[config.mk]
export PLATFORM = sky130hd
export DESIGN_NAME = seg_addr_gen
export DESIGN_NICKNAME = d
export VERILOG_FILES = /design/src/rtl/seg_addr_gen.sv
export SDC_FILE = /design/constraint.sdc
export NUM_CORES = 1
export LEC_CHECK = 0
export ABC_CLOCK_PERIOD_IN_PS = 5400
export BUFFER_PORTS_ARGS = -buffer_cell sky130_fd_sc_hd__buf_2
export CORE_MARGIN = 5
export CORE_UTILIZATION = 49
export CTS_CLUSTER_DIAMETER = 100
export DETAILED_ROUTE_END_ITERATION = 8
export GPL_TIMING_DRIVEN = 0
export PLACE_DENSITY = 0.82
export RECOVER_POWER = 100
export SYNTH_ARGS = -nofsm -noshare
export SYNTH_HDL_FRONTEND = slang
export SYNTH_SLANG_ARGS = --single-unit
[constraint.sdc]
create_clock -name clk -period 5.4 [get_ports clk]
set_clock_uncertainty 0.05 [all_clocks]
set_input_delay 0 -clock clk [delete_from_list [all_inputs] [get_ports clk]]
set_output_delay 0 -clock clk [all_outputs]
set_load 0.02 [all_outputs]
[src/rtl/seg_addr_gen.sv]
module seg_addr_gen #(
  parameter int OFS_W     = 16,
  parameter int SEG_SHIFT = 4
) (
  input  logic                           clk,
  input  logic                           rst_n,
  input  logic                           req,
  input  logic                           wrap_en,
  input  logic [OFS_W-1:0]               seg_sel,
  input  logic [1:0]                     base_sel,
  input  logic [1:0]                     idx_sel,
  input  logic [OFS_W-1:0]               reg_bx,
  input  logic [OFS_W-1:0]               reg_bp,
  input  logic [OFS_W-1:0]               reg_si,
  input  logic [OFS_W-1:0]               reg_di,
  input  logic [OFS_W-1:0]               disp,
  output logic                           vld,
  output logic [OFS_W+SEG_SHIFT:0]       lin_addr,
  output logic                           limit_fault
);
  localparam int LIN_W = OFS_W + SEG_SHIFT + 1;
  localparam int SUM_W = OFS_W + 2;

  logic [OFS_W-1:0] base_op, idx_op;
  logic [SUM_W-1:0] ofs_full;
  logic [LIN_W-1:0] seg_base, lin_raw, lin_next;

  always_comb begin
    case (base_sel)
      2'b01:   base_op = reg_bx;
      2'b10:   base_op = reg_bp;
      default: base_op = '0;
    endcase
    case (idx_sel)
      2'b01:   idx_op = reg_si;
      2'b10:   idx_op = reg_di;
      default: idx_op = '0;
    endcase
  end

  assign ofs_full = {2'b00, base_op} + {2'b00, idx_op} + {2'b00, disp};
  assign seg_base = {1'b0, seg_sel, {SEG_SHIFT{1'b0}}};
  assign lin_raw  = seg_base + {{(LIN_W-OFS_W){1'b0}}, ofs_full[OFS_W-1:0]};
  assign lin_next = wrap_en ? {1'b0, lin_raw[LIN_W-2:0]} : lin_raw;

  always_ff @(posedge clk) begin
    if (!rst_n) begin
      vld         <= 1'b0;
      lin_addr    <= '0;
      limit_fault <= 1'b0;
    end else begin
      vld <= req;
      if (req) begin
        lin_addr    <= lin_next;
        limit_fault <= |ofs_full[SUM_W-1:OFS_W];
      end
    end
  end
endmodule

# == Word-level counts from Yosys, hierarchy flattened ==
# Cells that the tools add are included.
# word_totals
wordCells,14
in_bits,104
regBits,23
output_inout_bits,23
# classes
n_eq_ne,4
muxes,3
add_sub_neg,3
n_reduce_logical,1
# ops
cell,n
16-bit one-hot mux with 2 select lines,2
20-bit by 16-bit adder with 21-bit output,1
21-bit 2-to-1 mux,1
17-bit by 16-bit adder with 18-bit output,1
16-bit by 16-bit adder with 17-bit output,1
"2-bit by 1-bit equality test with 1-bit output, second input constant",2
"2-bit equality test, second input constant",2
2-bit OR reduction,1

# == Depth between registers and ports, before layout ==
# logic_depth
depth_word,6
mapped_depth,22
mapped_depth_nobuf,21

# == Worst setup path before layout ==
# OpenSTA, ideal clock, no wires.
# synth_timing
kind,in2reg
startpoint,input port idx_sel[0]
endpoint,register lin_addr[17]
path_buffers,2
setup_ps,116
path_slack_ps,820
required_ps,5234
stages,22
arrival_time_ps,4414
cell_sequence,inv_1 > ha_1 > clkbuf_1 > clkbuf_1 > a22oi_1 > nor2_1 > fa_1 > ha_1 > fa_1 > a211oi_2 > o21bai_1 > a2111oi_2 > o31ai_1 > a21oi_1 > xnor2_1 > ha_1 > a21o_1 > o21bai_1 > nor3_2 > a21oi_2 > or4_1 > and4_1
# synth_via
elab_chain_len,6
word_cells_on_any_way,7
cone_classes,add/sub: 3; eq/ne: 2; mux: 2
# synth_rtl
element,line_no,rtl
"start, declared",11,"input logic [1:0] idx_sel,"
2-bit equality test / 2-bit by 1-bit equality test with 1-bit output (equally long branches),34,case (idx_sel)
16-bit one-hot mux with 2 select lines (*),34,
16-bit by 16-bit adder with 17-bit output (*),41,"assign ofs_full = {2'b00, base_op} + {2'b00, idx_op} + {2'b00, disp};"
17-bit by 16-bit adder with 18-bit output (*),41,
20-bit by 16-bit adder with 21-bit output (*),43,"assign lin_raw = seg_base + {{(LIN_W-OFS_W){1'b0}}, ofs_full[OFS_W-1:0]};"
21-bit 2-to-1 mux (*),44,"assign lin_next = wrap_en ? {1'b0, lin_raw[LIN_W-2:0]} : lin_raw;"
"end signal, assigned",54,lin_addr <= lin_next;
"end, declared",18,"output logic [OFS_W+SEG_SHIFT:0] lin_addr,"
# Mark *: on every way between the ends. The rest lies on a longest branch, timed or not.
# A chain may end at the register's enable or synchronous reset.

# == Final worst setup path ==
# layout_timing
startpoint,input port base_sel[1]
endpoint,register lin_addr[16]
# layout_via
elab_chain_len,6
word_cells_on_any_way,7
cone_classes,add/sub: 3; eq/ne: 2; mux: 2
# layout_rtl
element,line_no,rtl
"start, declared",10,"input logic [1:0] base_sel,"
2-bit equality test / 2-bit by 1-bit equality test with 1-bit output (equally long branches),29,case (base_sel)
16-bit one-hot mux with 2 select lines (*),29,
16-bit by 16-bit adder with 17-bit output (*),41,
17-bit by 16-bit adder with 18-bit output (*),41,
20-bit by 16-bit adder with 21-bit output (*),43,
21-bit 2-to-1 mux (*),44,
# Marks and branches as above.

==> flow_summary.toml <==
[synth]
seq_area_frac_synth = 0.154
ys_warn_count = 0
yosysTopAreaCellShare = 0.154
synthTopCellsByCount = "41 x nor2_1, 32 x a22oi_1, 32 x ha_1, 25 x a21oi_1"
ys_ff_latch = 23
synth_top_cell_by_area = "dfxtp_1"
synthFlopType = "dfxtp_1"
syn_inst = 365
synthDistinctLibCells = 54
synth_enable_flop_cells = 0
yosys-top-cells-area = "dfxtp_1 15%, ha_1 13%, fa_1 12%"
async_reset_ff_frac = 0
yosysMostFrequentCell = "nor2_1"
syn_area_per_cell_um2 = 8.19
netlist_area_mm2 = 0.00299
syn_nets = 519

[power]
p_seq_frac = 0.230
max-vdd-ir-drop_v = 0.000156
p_leak_nw = 1.74
switchingPower_uw = 444
powerDensity_mw_per_mm2 = 260
p_comb_frac = 0.655
intPower_uw = 527
clockPowerShare = 0.114
swShare = 0.458

[final_layout]
antenna_cells = 0
final_layout_size_suffix_gt1_frac = 0.241
finish.utilization = 0.630
syn_to_final_growth_pct = 24.7
nets = 649

[timing]
setup_violations = 0
hold_viol = 0
max_freq_mhz = 199
fin_crit_sh = 0.930
slew_headroom = 0.602
min_period_ns = 5.02
rsz0062_at_grt = "no"
fin_tns_setup_ns = 0
slew_violations = 0
worstMarginPinSlew_ns = 0.597

[worst_setup_path]
critPathMaxFanout = 10
crit_family = "compound AO/OA/AOI/OAI gates"
worst_path_largest_cell_delay_ns = 0.45
worstPathArrival_ns = 5.14
reg2reg_from = "lin_addr[17]"
endpoint_kind = "register"
r2r_slack_ns = 4.51
r2r_end = "lin_addr[17]"
r2r_cells = 2
cp_cell_sequence = "buf_2, inv_1, ha_1, clkbuf_1, clkbuf_1, a22oi_1, nor2_1, fa_1, ha_1, fa_1, a211oi_2, o21bai_1, a2111oi_2, o31ai_1, a21oi_1, xnor2_1, ha_1, a21o_1, a21oi_1, nor3b_2, a21oi_1, and4b_1, a311o_1"
cp_num_buf_inv = 4
slowest_stage = "fa_1"
crit_required_ns = 5.52
critPathKind = "input pin to register"
critPathLaunchType = "input pin"

[clocking]
cts_buffers = 3
worstSkewPairLatency_ns = 0.28
cts-root-buf = "clkbuf_8"
cts_tree = "done"
clock_tree.htree_level_count = 1
cts_sinks = 23
cts_resized = 0
postCtsSetupBuffers = 0
path_clk_slew_ns = 0.09
cts_hold_buf = 1
clk_path_buf_depth = 2

[min_path]
hold_class = "input pin to register"
min_path_cells = 3
min_from = "seg_sel[14]"
min_to = "lin_addr[18]"

[drt]
first_iter_violations = 172
routed.top_layer = "met4"
first_pass_iters = 5
route.detailed.drc = 0
wl_met3_um = 701
wl_met1_mm = 3.54
num_vias = 3155
wl_met2_mm = 3.98
wire_per_inst_um = 14.7
postRouteAntennaNets = 0
wl_mm = 8.34
via_per_inst = 5.54

[floorplanning]
die_y_um = 88.1
start_util = 0.505
die_width_um = 88.1
io_pins = 127
rows = 28
dieArea_mm2 = 0.00776
core_mm2 = 0.00592

[grt]
grt_pass1_wl_mm = 13.1
first_global_vias = 3004
grt_overflow = 0
antenna_found_initial = 0
track_usage = 0.208
grt_max_degree = 13

[placement]
hpwl_mm = 7.17
port_buffers = 124
place_congestion = 0.885

[job]
cap_viol_max_count = 0

[run_status]
status = "finished clean"
layer usage:
metal,vias to the layer above,global-route usage
met4,0,0.0495
li1,1603,-
met5,-,0
met2,143,0.358
met3,11,0.0273
met1,1398,0.277
worst register-to-register path: cells and delay by family (launching register included):
family           cells  cell delay, ns
and+or+nand+nor      1            0.19
muxes                1            0.24
DFF                  1            0.31
power by group through the flow:
stage	clock (mW)	sequential, mW	combinational (mW)
finish	0.111	0.224	0.636
detailed placement	0	0.226	0.642
CTS	0.109	0.222	0.646
global placement	0	0.225	0.623
global route	0.118	0.227	0.709
floorplan	0	0.267	0.427
cells by family (layout without fill, tap and decap cells):
kind of cell,count (synthesis),in the layout,synth area share
xor+xnor,18,18,0.0528
flops,23,23,0.154
compound gates,117,117,0.277
buf+inv,40,169,0.0502
fa+ha+maj,50,50,0.255
mux,7,7,0.0239
simple gates,110,110,0.188
layout by cell type (no fill, tap or decap), drive strengths merged, types with 4 or more instances in the layout:
| cell type | instances |
|---|---|
| buf | 101 |
| clkbuf | 44 |
| nor2 | 41 |
| a22oi | 32 |
| ha | 32 |
| a21oi | 26 |
| inv | 23 |
| dfxtp | 23 |
| fa | 18 |
| xnor2 | 16 |
| nand2 | 14 |
| o21ai | 13 |
| nor2b | 9 |
| nand3 | 8 |
| or2 | 7 |
| a211oi | 7 |
| nor3 | 7 |
| mux2i | 6 |
| o31ai | 5 |
| nand4 | 5 |
| o21bai | 4 |
| o21a | 4 |
| a21o | 4 |
sequential cells by signal, indices dropped and copies added, names as in the netlist:
signal,count
limit_fault,1
vld,1
lin_addr,21
cell type report:
class / instances / area [um2]
Timing Repair Buffer: 125 / 601
Tap cell: 75 / 93.8
Inverter: 23 / 86.3
Fill cell: 549 / 2190
Multi-Input combinational cell: 302 / 2380
Clock buffer: 4 / 45.0
Buffer: 17 / 63.8
Sequential cell: 23 / 460
metrics by stage:
stage	instance area [um2]	power, mW	std cells	worst slack, ns	hold WS [ns]
global route	3730	1.05	569	0.0385	0.0414
detailed placement	3700	0.867	564	0.116	0.239
finish	3730	0.971	569	0.380	0.0230
global placement	3700	0.848	564	0.212	0.244
CTS	3760	0.977	569	0.390	0.0220
floorplan	2990	0.695	365	0.820	0.147
how the worst max path moves through the flow:
stage / from / endpoint / slack, ns / depth (start not counted)
2_1_floorplan: idx_sel[0] / lin_addr[17] / 0.82 / 22
3_3_place_gp: idx_sel[0] / lin_addr[16] / 0.21 / 23
3_5_place_dp: idx_sel[0] / lin_addr[17] / 0.12 / 23
4_1_cts: base_sel[1] / lin_addr[16] / 0.39 / 23
5_1_grt: idx_sel[0] / lin_addr[16] / 0.04 / 23
6_report: base_sel[1] / lin_addr[16] / 0.38 / 23
Note: power is estimated with default switching activity, not from simulation.
